## config.mk

```make
export PLATFORM = sky130hd
export DESIGN_NAME = dyn_bus_sizer
export DESIGN_NICKNAME = d
export VERILOG_FILES = /design/src/rtl/dbs_pkg.sv /design/src/rtl/dbs_plan.sv /design/src/rtl/dbs_lane.sv /design/src/rtl/dbs_seq.sv /design/src/rtl/dyn_bus_sizer.sv
export SDC_FILE = /design/constraint.sdc
export NUM_CORES = 1
export LEC_CHECK = 0
export ABC_AREA = 1
export BUFFER_PORTS_ARGS = -buffer_cell sky130_fd_sc_hd__buf_2
export CAP_MARGIN = 30
export CORE_UTILIZATION = 55
export DETAILED_ROUTE_END_ITERATION = 8
export HOLD_SLACK_MARGIN = 0.1
export PLACE_DENSITY = 0.86
export SYNTH_ARGS = -nofsm -noshare
export SYNTH_HDL_FRONTEND = slang
export SYNTH_SLANG_ARGS = --single-unit
```

## constraint.sdc

```tcl
create_clock -name clk -period 6.9 [get_ports clk]
set_input_delay 1.035 -clock clk [delete_from_list [all_inputs] [get_ports clk]]
set_output_delay 1.035 -clock clk [all_outputs]
set_load 0.005 [all_outputs]
```

## src/rtl/dbs_pkg.sv

```systemverilog
package dbs_pkg;

   typedef enum logic [1:0] {
      SZ_BYTE = 2'd0,
      SZ_HALF = 2'd1,
      SZ_WORD = 2'd2,
      SZ_RSVD = 2'd3
   } xfer_size_e;

   typedef enum logic [1:0] {
      PW_8    = 2'd0,
      PW_16   = 2'd1,
      PW_32   = 2'd2,
      PW_RSVD = 2'd3
   } port_w_e;

   typedef enum logic [1:0] {
      ST_IDLE = 2'd0,
      ST_BEAT = 2'd1,
      ST_RESP = 2'd2
   } seq_state_e;

   // Outcome of decoding one request: error flag, log2 of the beat
   // width in bytes, and index of the final beat.
   typedef struct packed {
      logic       err;
      logic [1:0] wlog;
      logic [1:0] last_idx;
   } plan_t;

endpackage

```

## src/rtl/dbs_plan.sv

```systemverilog
module dbs_plan
   import dbs_pkg::*;
#(
   parameter bit EXT_BYPASS = 1'b1
) (
   input  logic [1:0] addr_lo,
   input  xfer_size_e size,
   input  port_w_e    port,
   input  logic       ext,
   output plan_t      plan
);

   logic       full_width;
   logic [1:0] sz;
   logic [1:0] wl;
   logic [1:0] span;
   logic       misal;
   logic       bad_cfg;

   generate
      if (EXT_BYPASS) begin : g_bypass
         assign full_width = ext;
      end else begin : g_nobypass
         assign full_width = 1'b0;
      end
   endgenerate

   assign sz = size;

   always_comb begin
      wl      = full_width ? 2'd2 : port;
      bad_cfg = (size == SZ_RSVD) || (!full_width && (port == PW_RSVD));
      misal   = ((size == SZ_HALF) && addr_lo[0]) ||
                ((size == SZ_WORD) && (addr_lo != 2'd0));
      span    = sz - wl;
      plan.err      = bad_cfg || misal;
      plan.wlog     = wl;
      plan.last_idx = 2'd0;
      if (!plan.err && (sz > wl)) begin
         plan.last_idx = (span == 2'd1) ? 2'd1 : 2'd3;
      end
   end

endmodule

```

## src/rtl/dbs_lane.sv

```systemverilog
module dbs_lane
   import dbs_pkg::*;
#(
   parameter int LANES = 4
) (
   input  logic [$clog2(LANES)-1:0] beat_off,
   input  logic [$clog2(LANES)-1:0] req_off,
   input  xfer_size_e               size,
   input  logic [1:0]               wlog,
   input  logic                     write,
   input  logic [8*LANES-1:0]       wdata_nat,
   input  logic [8*LANES-1:0]       rdata_bus,
   output logic [LANES-1:0]         be,
   output logic [8*LANES-1:0]       wdata_bus,
   output logic [LANES-1:0]         take,
   output logic [8*LANES-1:0]       rdata_nat
);

   localparam int OFF_W = $clog2(LANES);

   logic [OFF_W-1:0] lo_mask;
   logic [OFF_W-1:0] hi_mask;
   logic [LANES-1:0] in_req;
   logic [LANES-1:0] sel;
   logic [OFF_W-1:0] lane_of [LANES];

   always_comb begin
      case (wlog)
         2'd0:    lo_mask = OFF_W'(0);
         2'd1:    lo_mask = OFF_W'(1);
         default: lo_mask = OFF_W'(LANES - 1);
      endcase
      hi_mask = ~lo_mask;
   end

   // One slice per natural byte position (0 = most significant).
   generate
      for (genvar b = 0; b < LANES; b++) begin : g_byte
         localparam logic [OFF_W-1:0] BP = OFF_W'(b);
         assign in_req[b]  = (size == SZ_WORD) ||
                             ((size == SZ_HALF) && (BP[OFF_W-1] == req_off[OFF_W-1])) ||
                             ((size == SZ_BYTE) && (BP == req_off));
         assign sel[b]     = in_req[b] && ((BP & hi_mask) == (beat_off & hi_mask));
         assign lane_of[b] = BP & lo_mask;
         assign take[b]    = sel[b];
         assign rdata_nat[8*(LANES-1-b) +: 8] =
            rdata_bus[8*(LANES-1-int'(lane_of[b])) +: 8];
      end
   endgenerate

   always_comb begin
      be        = '0;
      wdata_bus = '0;
      for (int l = 0; l < LANES; l++) begin
         for (int b = 0; b < LANES; b++) begin
            if (sel[b] && (lane_of[b] == OFF_W'(l))) begin
               be[LANES-1-l] = 1'b1;
               if (write) begin
                  wdata_bus[8*(LANES-1-l) +: 8] = wdata_nat[8*(LANES-1-b) +: 8];
               end
            end
         end
      end
   end

endmodule

```

## src/rtl/dbs_seq.sv

```systemverilog
module dbs_seq
   import dbs_pkg::*;
#(
   parameter int ADDR_W = 32,
   parameter int LANES  = 4
) (
   input  logic               clk,
   input  logic               rst_n,
   input  logic               req_valid,
   output logic               req_ready,
   input  logic [ADDR_W-1:0]  req_addr,
   input  xfer_size_e         req_size,
   input  logic               req_write,
   input  logic [8*LANES-1:0] req_wdata,
   input  plan_t              plan_in,
   output logic [ADDR_W-1:0]  r_addr,
   output xfer_size_e         r_size,
   output logic               r_write,
   output logic [8*LANES-1:0] r_wdata,
   output logic [1:0]         r_wlog,
   output logic [1:0]         idx,
   output logic               beat_last,
   output logic               bt_valid,
   input  logic               bt_ready,
   input  logic [LANES-1:0]   take,
   input  logic [8*LANES-1:0] rdata_nat,
   output logic               rsp_valid,
   output logic               rsp_err,
   output logic [8*LANES-1:0] rsp_rdata
);

   seq_state_e state;
   logic [1:0] r_last;
   logic       r_err;
   logic       accept;
   logic       beat_done;

   assign accept    = req_valid && (state == ST_IDLE);
   assign beat_done = (state == ST_BEAT) && bt_ready;
   assign beat_last = (idx == r_last);

   always_ff @(posedge clk or negedge rst_n) begin
      if (!rst_n) begin
         state     <= ST_IDLE;
         r_addr    <= '0;
         r_size    <= SZ_BYTE;
         r_write   <= 1'b0;
         r_wdata   <= '0;
         r_wlog    <= 2'd0;
         r_last    <= 2'd0;
         r_err     <= 1'b0;
         idx       <= 2'd0;
         rsp_rdata <= '0;
      end else begin
         case (state)
            ST_IDLE: begin
               if (accept) begin
                  r_addr    <= req_addr;
                  r_size    <= req_size;
                  r_write   <= req_write;
                  r_wdata   <= req_wdata;
                  r_wlog    <= plan_in.wlog;
                  r_last    <= plan_in.last_idx;
                  r_err     <= plan_in.err;
                  idx       <= 2'd0;
                  rsp_rdata <= '0;
                  state     <= plan_in.err ? ST_RESP : ST_BEAT;
               end
            end
            ST_BEAT: begin
               if (bt_ready) begin
                  if (!r_write) begin
                     for (int b = 0; b < LANES; b++) begin
                        if (take[b]) begin
                           rsp_rdata[8*(LANES-1-b) +: 8] <= rdata_nat[8*(LANES-1-b) +: 8];
                        end
                     end
                  end
                  if (beat_last) state <= ST_RESP;
                  else           idx   <= idx + 2'd1;
               end
            end
            default: state <= ST_IDLE;
         endcase
      end
   end

   assign req_ready = (state == ST_IDLE);
   assign bt_valid  = (state == ST_BEAT);
   assign rsp_valid = (state == ST_RESP);
   assign rsp_err   = r_err;

   AST_RSP_PULSE: assert property (@(posedge clk) disable iff (!rst_n)
      rsp_valid |=> !rsp_valid) else $error("rsp pulse too long");
   AST_ERR_NO_BEAT: assert property (@(posedge clk) disable iff (!rst_n)
      (req_valid && req_ready && plan_in.err) |=> (rsp_valid && rsp_err && !bt_valid))
      else $error("error path issued a beat");
   AST_BEAT_HOLD: assert property (@(posedge clk) disable iff (!rst_n)
      (bt_valid && !bt_ready) |=> (bt_valid && $stable(idx)))
      else $error("beat dropped while stalled");
   AST_DONE_TO_RESP: assert property (@(posedge clk) disable iff (!rst_n)
      (bt_valid && bt_ready && beat_last) |=> (rsp_valid && !rsp_err))
      else $error("no response after last beat");

endmodule

```

## src/rtl/dyn_bus_sizer.sv

```systemverilog
module dyn_bus_sizer
   import dbs_pkg::*;
#(
   parameter int ADDR_W     = 32,
   parameter int DATA_W     = 32,
   parameter bit EXT_BYPASS = 1'b1
) (
   input  logic              clk,
   input  logic              rst_n,
   input  logic              req_valid,
   output logic              req_ready,
   input  logic [ADDR_W-1:0] req_addr,
   input  logic [1:0]        req_size,
   input  logic              req_write,
   input  logic [DATA_W-1:0] req_wdata,
   input  logic [1:0]        req_port,
   input  logic              req_ext,
   output logic              rsp_valid,
   output logic              rsp_err,
   output logic [DATA_W-1:0] rsp_rdata,
   output logic              bt_valid,
   input  logic              bt_ready,
   output logic [ADDR_W-1:0] bt_addr,
   output logic              bt_write,
   output logic [DATA_W/8-1:0] bt_be,
   output logic [DATA_W-1:0] bt_wdata,
   input  logic [DATA_W-1:0] bt_rdata
);

   localparam int LANES = DATA_W / 8;
   localparam int OFF_W = $clog2(LANES);

   generate
      if (DATA_W != 32) begin : g_bad_width
         $error("dyn_bus_sizer: DATA_W must be 32");
      end
      if (ADDR_W < 4) begin : g_bad_addr
         $error("dyn_bus_sizer: ADDR_W too small");
      end
   endgenerate

   plan_t             plan;
   logic [ADDR_W-1:0] r_addr;
   xfer_size_e        r_size;
   logic              r_write;
   logic [DATA_W-1:0] r_wdata;
   logic [1:0]        r_wlog;
   logic [1:0]        idx;
   logic              beat_last;
   logic [LANES-1:0]  take;
   logic [DATA_W-1:0] rdata_nat;

   dbs_plan #(.EXT_BYPASS(EXT_BYPASS)) u_plan (
      .addr_lo (req_addr[1:0]),
      .size    (xfer_size_e'(req_size)),
      .port    (port_w_e'(req_port)),
      .ext     (req_ext),
      .plan    (plan)
   );

   dbs_seq #(.ADDR_W(ADDR_W), .LANES(LANES)) u_seq (
      .clk       (clk),
      .rst_n     (rst_n),
      .req_valid (req_valid),
      .req_ready (req_ready),
      .req_addr  (req_addr),
      .req_size  (xfer_size_e'(req_size)),
      .req_write (req_write),
      .req_wdata (req_wdata),
      .plan_in   (plan),
      .r_addr    (r_addr),
      .r_size    (r_size),
      .r_write   (r_write),
      .r_wdata   (r_wdata),
      .r_wlog    (r_wlog),
      .idx       (idx),
      .beat_last (beat_last),
      .bt_valid  (bt_valid),
      .bt_ready  (bt_ready),
      .take      (take),
      .rdata_nat (rdata_nat),
      .rsp_valid (rsp_valid),
      .rsp_err   (rsp_err),
      .rsp_rdata (rsp_rdata)
   );

   // Beats step by the port width; single-beat requests stay at idx 0.
   assign bt_addr  = r_addr + (ADDR_W'(idx) << r_wlog);
   assign bt_write = r_write;

   dbs_lane #(.LANES(LANES)) u_lane (
      .beat_off  (bt_addr[OFF_W-1:0]),
      .req_off   (r_addr[OFF_W-1:0]),
      .size      (r_size),
      .wlog      (r_wlog),
      .write     (r_write),
      .wdata_nat (r_wdata),
      .rdata_bus (bt_rdata),
      .be        (bt_be),
      .wdata_bus (bt_wdata),
      .take      (take),
      .rdata_nat (rdata_nat)
   );

   logic [DATA_W-1:0] be_bits;
   always_comb begin
      for (int l = 0; l < LANES; l++) be_bits[8*l +: 8] = {8{bt_be[l]}};
   end

   AST_ADDR_ASCEND: assert property (@(posedge clk) disable iff (!rst_n)
      (bt_valid && bt_ready && !beat_last) |=> (bt_valid && (bt_addr > $past(bt_addr))))
      else $error("beat address not ascending");
   AST_NARROW_LANE: assert property (@(posedge clk) disable iff (!rst_n)
      (bt_valid && (r_wlog == 2'd0)) |-> (bt_be == 4'b1000))
      else $error("8-bit beat off lane 0");
   AST_HALF_LANES: assert property (@(posedge clk) disable iff (!rst_n)
      (bt_valid && (r_wlog == 2'd1)) |-> ((bt_be[1:0] == 2'b00) && (bt_be != 4'b0000)))
      else $error("16-bit beat outside lanes 0-1");
   AST_BEAT_STABLE: assert property (@(posedge clk) disable iff (!rst_n)
      (bt_valid && !bt_ready) |=> ($stable(bt_addr) && $stable(bt_be) &&
                                   $stable(bt_wdata) && $stable(bt_write)))
      else $error("beat changed while stalled");
   AST_IDLE_LANES_ZERO: assert property (@(posedge clk) disable iff (!rst_n)
      bt_valid |-> ((bt_wdata & ~be_bits) == '0))
      else $error("disabled lane carries data");

endmodule

```

Word level (Yosys, flattened, before mapping)
Index checks and enable logic that the tools add are counted.

storage, ports and cells
  input bits = 106
  output and inout port bits = 105
  logic and storage cells = 155
  bits in registers = 108

operators by class
  $add $sub $neg = 6
  shift-type cells = 4
  bitwise logic cells = 3
  muxes and demuxes = 48
  reduce and logical (&&, ||, !) cells = 51
  equality and inequality tests = 29
  order comparisons = 1

operator list
  cell                                                                count
  8-bit 2-to-1 mux                                                    22
  32-bit 2-to-1 mux                                                   3
  32-bit by 32-bit variable part select with 8-bit output             3
  32-bit one-hot mux with 2 select lines                              1
  32-bit adder                                                        1
  2-bit by 2-bit << shifter with 32-bit output                        1
  1-bit logical AND                                                   23
  2-bit 2-to-1 mux                                                    10
  5-bit AND reduction                                                 4
  2-bit zero test                                                     8
  2-bit == test (second input constant)                               7
  2-bit by 1-bit != test with 1-bit output (second input constant)    7
  2-bit by 1-bit == test with 1-bit output (second input constant)    6
  2-bit one-hot mux with 2 select lines                               3
  1-bit logical OR                                                    9
  1-bit 2-to-1 mux                                                    9
  2-bit == test                                                       3
  2-bit by 2-bit subtractor with 3-bit output (first input constant)  2
  2-bit == test (first input constant)                                2
  2-bit != test (second input constant)                               2
  4-bit AND reduction                                                 1
  2-bit nonzero test                                                  2
  3-bit AND reduction                                                 1
  2-bit by 1-bit subtractor with 3-bit output (first input constant)  1
  10 further kinds                                                    11

Depth between registers and ports, before layout
  depth after elaboration = 13
  gate-level depth with buffers = 15
  depth with buffers taken out = 14

Modules after synthesis
From an unflattened synthesis, not the netlist that was laid out.

unflattened totals
  cell total of the unflattened synthesis = 1128
  area total of the unflattened synthesis = 7450.9 um^2

modules (own cells, without submodules)
  module         cells each  area an instance (um^2)  seq. area each (um^2)  times used
  dbs_seq        559         4613.2                   2702.6                 1
  dbs_lane       266         1345.0                   0.0                    1
  dyn_bus_sizer  281         1345.0                   0.0                    1
  dbs_plan       22          147.6                    0.0                    1

Least setup slack after synthesis
No wires, ideal clock.

  kind = register -> output
  start point = register u_seq.r_wlog[1]
  end point = output port bt_addr[15]
  data required time = 5.865 ns
  cell stages (with the launch flop) = 14
  slack = 3.578 ns
  data arrival time = 2.287 ns
  cells stage by stage = dfrtp_1 buf_4 clkinv_1 clkbuf_1 buf_1 nor2_1 ha_1 nand2_1 inv_1 nand3_1 nand2_1 nand2_1 o21ai_0 nand2_1

between the ends
  cells in the longest elaborated chain, start to end = 2

RTL lines
  what                                          line                 text
  start: declaration                            dbs_seq.sv:20        output logic [1:0] r_wlog,
  start signal: assignment                      dbs_seq.sv:62        r_wlog <= plan_in.wlog;
  2-bit by 2-bit << shifter with 32-bit output  dyn_bus_sizer.sv:88  assign bt_addr = r_addr + (ADDR_W'(idx) << r_wlog);
  32-bit adder                                  dyn_bus_sizer.sv:88
  end: declaration                              dyn_bus_sizer.sv:23  output logic [ADDR_W-1:0] bt_addr,

No other way between the ends.

Final worst setup path
  start point = register u_seq.idx[0]
  end point = output port bt_wdata[16]

between the ends
  cells in the longest elaborated chain, start to end = 9
  elaborated cells on any way between the ends = 12
  those cells by class = add/sub (1); eq/ne (2); shift (1); mux (3); bitwise (1); reduce/logical (4)

RTL lines
  what                                              line                 text
  start: declaration                                dbs_seq.sv:21        output logic [1:0] idx,
  start signal: assignment                          dbs_seq.sv:80        else idx <= idx + 2'd1;
  2-bit by 2-bit << shifter with 32-bit output (*)  dyn_bus_sizer.sv:88
  32-bit adder (*)                                  dyn_bus_sizer.sv:88
  2-bit AND (*)                                     dbs_lane.sv:43       assign sel[b] = in_req[b] && ((BP & hi_mask) == (beat_off & hi_mask));
  1-bit by 2-bit == test with 1-bit output          dbs_lane.sv:43
  1-bit logical AND                                 dbs_lane.sv:43
  1-bit logical AND                                 dbs_lane.sv:56       if (sel[b] && (lane_of[b] == OFF_W'(l))) begin
  8-bit 2-to-1 mux                                  dbs_lane.sv:56
  8-bit 2-to-1 mux                                  dbs_lane.sv:58       if (write) begin
  8-bit 2-to-1 mux (*)                              dbs_lane.sv:56
  end: declaration                                  dyn_bus_sizer.sv:26  output logic [DATA_W-1:0] bt_wdata,

Mark *: on every way between the ends. The rest lies on a longest branch, timed or not.

==> metrics.log <==
INFO  metric start_util = a little under three fifths
INFO  metric clock-sinks = ~110
INFO  metric critPathLaunchType = flip-flop
INFO  metric design.final.nets = between 1k and 1.5k
INFO  metric timing.clock.skew = ~0.010 ns
INFO  metric worst_setup_path_category = reg2out
INFO  metric ioPinCount = about 210
INFO  metric synth_enable_flop_cells = 0
INFO  metric arrival = between 3 and 4 ns
INFO  metric violations_in_the_final_reports = design-rule violations
INFO  metric clock_insertion_delay_worst_skew = 0.36 ns
INFO  metric crit_path_max_fanout = 11
INFO  metric cp.required = around 6 ns
INFO  metric detailedRoute.firstIterationViolations = about 860
INFO  metric syn2layout_area_growth = 23.14%
INFO  metric ff_latch_area = around 0.0027 mm^2
INFO  metric hold_path_class = reg2reg
INFO  metric antenna_violating_nets_left = 0
INFO  metric synth_flop_cell = sky130_fd_sc_hd__dfrtp_1
INFO  metric cts_setup_buffers = 0
INFO  metric synth_instances = roughly 1.0k
INFO  metric die_y = 112.1 um
INFO  metric finalHoldViolations = 0
INFO  metric setup_viol = 0
INFO  metric core_area = 0.01161 mm^2
INFO  metric synth_top_area_cells = sky130_fd_sc_hd__dfrtp_1, sky130_fd_sc_hd__nand2_1, sky130_fd_sc_hd__nor2_1
INFO  metric tritoncts = done
INFO  metric dpl.hpwl = roughly 14000 um
INFO  metric cts-buffers-inserted = 9
INFO  metric most-common-layout-cells = sky130_fd_sc_hd__nand2_1, sky130_fd_sc_hd__buf_2, sky130_fd_sc_hd__dfrtp_1
INFO  metric num_rows = 39
INFO  metric viasPerCell = between 5 and 6
INFO  metric groute.usage.overall = between 30% and 40%
INFO  metric synth_area_per_cell = approximately 6.7 um^2
INFO  metric r2r_setup_slack = around 3.8 ns
INFO  metric post-route-cell-area = ~0.008 mm^2
INFO  metric worst_slew_pin_slew = between 0.7 and 0.8 ns
INFO  metric layout_min_cycle_time = between 4 and 5 ns
INFO  metric cts.reportedPaths.clkPinSlew = about 0.07 ns
INFO  metric grt_overflow_total = 0
INFO  metric final.hold.worst_slack = roughly 0.47 ns
INFO  metric dpl_worst_slack = ~3.0 ns
INFO  metric synth_top_area_share = roughly two fifths
INFO  metric layout_commonest_cell = sky130_fd_sc_hd__nand2_1
INFO  metric worst_slack = 2.592 ns
INFO  metric static-leakage-power = 4.804 nW
INFO  metric post_dp_cell_area = 0.007843 mm^2
INFO  metric ir_drop = about 0.00033 V
INFO  metric timing.max_cap.violations = 0
INFO  metric finalSetupTns = 0 ns
INFO  metric synth_area_leader_cell = sky130_fd_sc_hd__dfrtp_1
INFO  metric timing.final.max_slew_violations = 0
INFO  metric synth-seq-cells = about 110
INFO  metric cellPowerDensity = 447.4 mW/mm^2
INFO  metric portBuffers = 210
INFO  metric synth-async-reset-ratio = between 90% and 100%
INFO  metric synthesis.nets = approximately 1.1k
INFO  metric fmax = roughly 230 MHz
INFO  metric first_pass_grt_wire_length = 31890 um
INFO  metric die_w = roughly 110 um
INFO  metric cts_repair_resize_count = 0
INFO  metric cts-root-buf = sky130_fd_sc_hd__clkbuf_16
INFO  metric grt_pass1_vias = between 6k and 7k
INFO  metric endpoint_kind = output pin
INFO  metric multi_input_comb_area = around 0.0035 mm^2
INFO  metric htree_levels = 3
INFO  metric floorplan.die_area = 0.01256 mm^2
INFO  metric synthesis.yosys.warnings = 0
INFO  metric slew_headroom = ~47%
INFO  metric grt_setup_unrepaired = false
INFO  metric grt_max_degree = between 60 and 70
INFO  metric maximum_clock_path_buffer_count = 2
INFO  metric detailroute.via_count = between 7k and 8k
INFO  metric grt_antenna_before_repair = 0
INFO  metric synth.distinct_cells = 29
INFO  metric outcome = finished with violations
INFO  metric antenna_cells_inserted = 0
INFO  metric routed_wire_length_per_instance = approximately 15 um
INFO  metric globalplace.congestion = ~0.95
INFO  metric post_route_cells_drive_above_1_share = between 20% and 30%
INFO  metric sequential_area_share_after_synthesis = 40.57%
INFO  metric wl = between 15000 and 20000 um
INFO  metric drt_pre_antenna_iters = 8
INFO  metric cts_hold_repair_buffers = 0
INFO  metric layout_worst_path_cycle_share = between 60% and 70%
INFO  metric synth_area = roughly 0.0067 mm^2
INFO  metric fillers = about 1.0k
INFO  metric drc = 16
-- synth_stat cells, types with 5 or more instances --
cell	instances
sky130_fd_sc_hd__a21oi_1	12
sky130_fd_sc_hd__buf_2	6
sky130_fd_sc_hd__clkbuf_1	23
sky130_fd_sc_hd__dfrtp_1	108
sky130_fd_sc_hd__ha_1	7
sky130_fd_sc_hd__inv_1	80
sky130_fd_sc_hd__nand2_1	453
sky130_fd_sc_hd__nand2_2	5
sky130_fd_sc_hd__nand3_1	57
sky130_fd_sc_hd__nand3b_1	25
sky130_fd_sc_hd__nand4_1	37
sky130_fd_sc_hd__nor2_1	91
sky130_fd_sc_hd__nor3_1	12
sky130_fd_sc_hd__o21ai_0	43
sky130_fd_sc_hd__xor2_1	16
-- area by class of cell --
type | count | area share (%)
Clock inverter | 5 | 1.312
Inverter | 82 | 3.752
Clock buffer | 11 | 3.081
Multi-Input combinational cell | 775 | 42.75
Timing Repair Buffer | 217 | 13.97
Sequential cell | 108 | 32.95
Tap cell | 143 | 2.181
-- power breakdown --
| group | internal [mW] | switching, mW |
|---|---|---|
| sequential | 0.928 | 0.282 |
| combinational | 0.639 | 1.20 |
| clock | 0.376 | 0.242 |
-- cells by family after synthesis --
group                      Yosys count  synth area share, %
AOI/OAI and AO/OA                   59                4.640
xor gates and xnor gates            19                2.498
adders and majority gates            9                1.916
buffers and inverters              117                6.818
DFF                                108                40.57
and+or+nand+nor                    688                43.56
-- sequential cells by signal, summed over array words and instances, names as in the netlist --
register         flops
u_seq.idx            2
u_seq.r_size         2
u_seq.r_wdata       32
u_seq.rsp_rdata     32
u_seq.rsp_err        1
u_seq.r_addr        32
u_seq.r_last         2
u_seq.state          2
u_seq.r_wlog         2
u_seq.r_write        1
-- final timing paths --
| path | startpoint | to | cells past startpoint |
|---|---|---|---|
| max in group asynchronous | rst_n | u_seq.r_wdata[22]$_DFFE_PN0P_ | 2 |
| max | u_seq.idx[0]$_DFFE_PN0P_ | bt_wdata[16] | 13 |
| min reg2reg | u_seq.rsp_rdata[17]$_DFFE_PN0P_ | u_seq.rsp_rdata[17]$_DFFE_PN0P_ | 2 |
| min in group asynchronous | rst_n | u_seq.r_addr[15]$_DFFE_PN0P_ | 1 |
| min | u_seq.rsp_rdata[17]$_DFFE_PN0P_ | u_seq.rsp_rdata[17]$_DFFE_PN0P_ | 2 |
| max reg2reg | u_seq.idx[0]$_DFFE_PN0P_ | u_seq.rsp_rdata[23]$_DFFE_PN0P_ | 13 |
-- metal layers --
layer	track usage, %	up-vias	share of wire [%]
met5	0	-	0
met4	14.40	0	3.0
met3	5.562	45	8.9
met2	49.52	391	45
met1	44.37	3304	43
li1	-	3537	-
-- metrics by stage --
step / util, % / total power [mW] / cells
after CTS: 70.63 / 3.652 / 1341
after detailed placement: 67.53 / 3.018 / 1325
after floorplan: - / 2.334 / 1000
after global routing: 70.63 / 3.956 / 1341
final: 70.63 / 3.670 / 1341
after global placement: 67.05 / 2.937 / 1323
-- worst max-delay path, cell delays in order (launching register included) --
cell	delay (ns)
sky130_fd_sc_hd__dfrtp_1	0.43
sky130_fd_sc_hd__inv_1	0.10
sky130_fd_sc_hd__nand2_1	0.08
sky130_fd_sc_hd__o21ai_0	0.12
sky130_fd_sc_hd__nor2_1	0.17
sky130_fd_sc_hd__inv_1	0.08
sky130_fd_sc_hd__fa_1	0.52
sky130_fd_sc_hd__nor2_1	0.16
sky130_fd_sc_hd__a21oi_2	0.40
sky130_fd_sc_hd__nand2_1	0.20
sky130_fd_sc_hd__nor2_2	0.35
sky130_fd_sc_hd__nand2_1	0.11
sky130_fd_sc_hd__nand2_1	0.09
sky130_fd_sc_hd__buf_2	0.11
No activity file was read; power rests on OpenSTA's default activity.
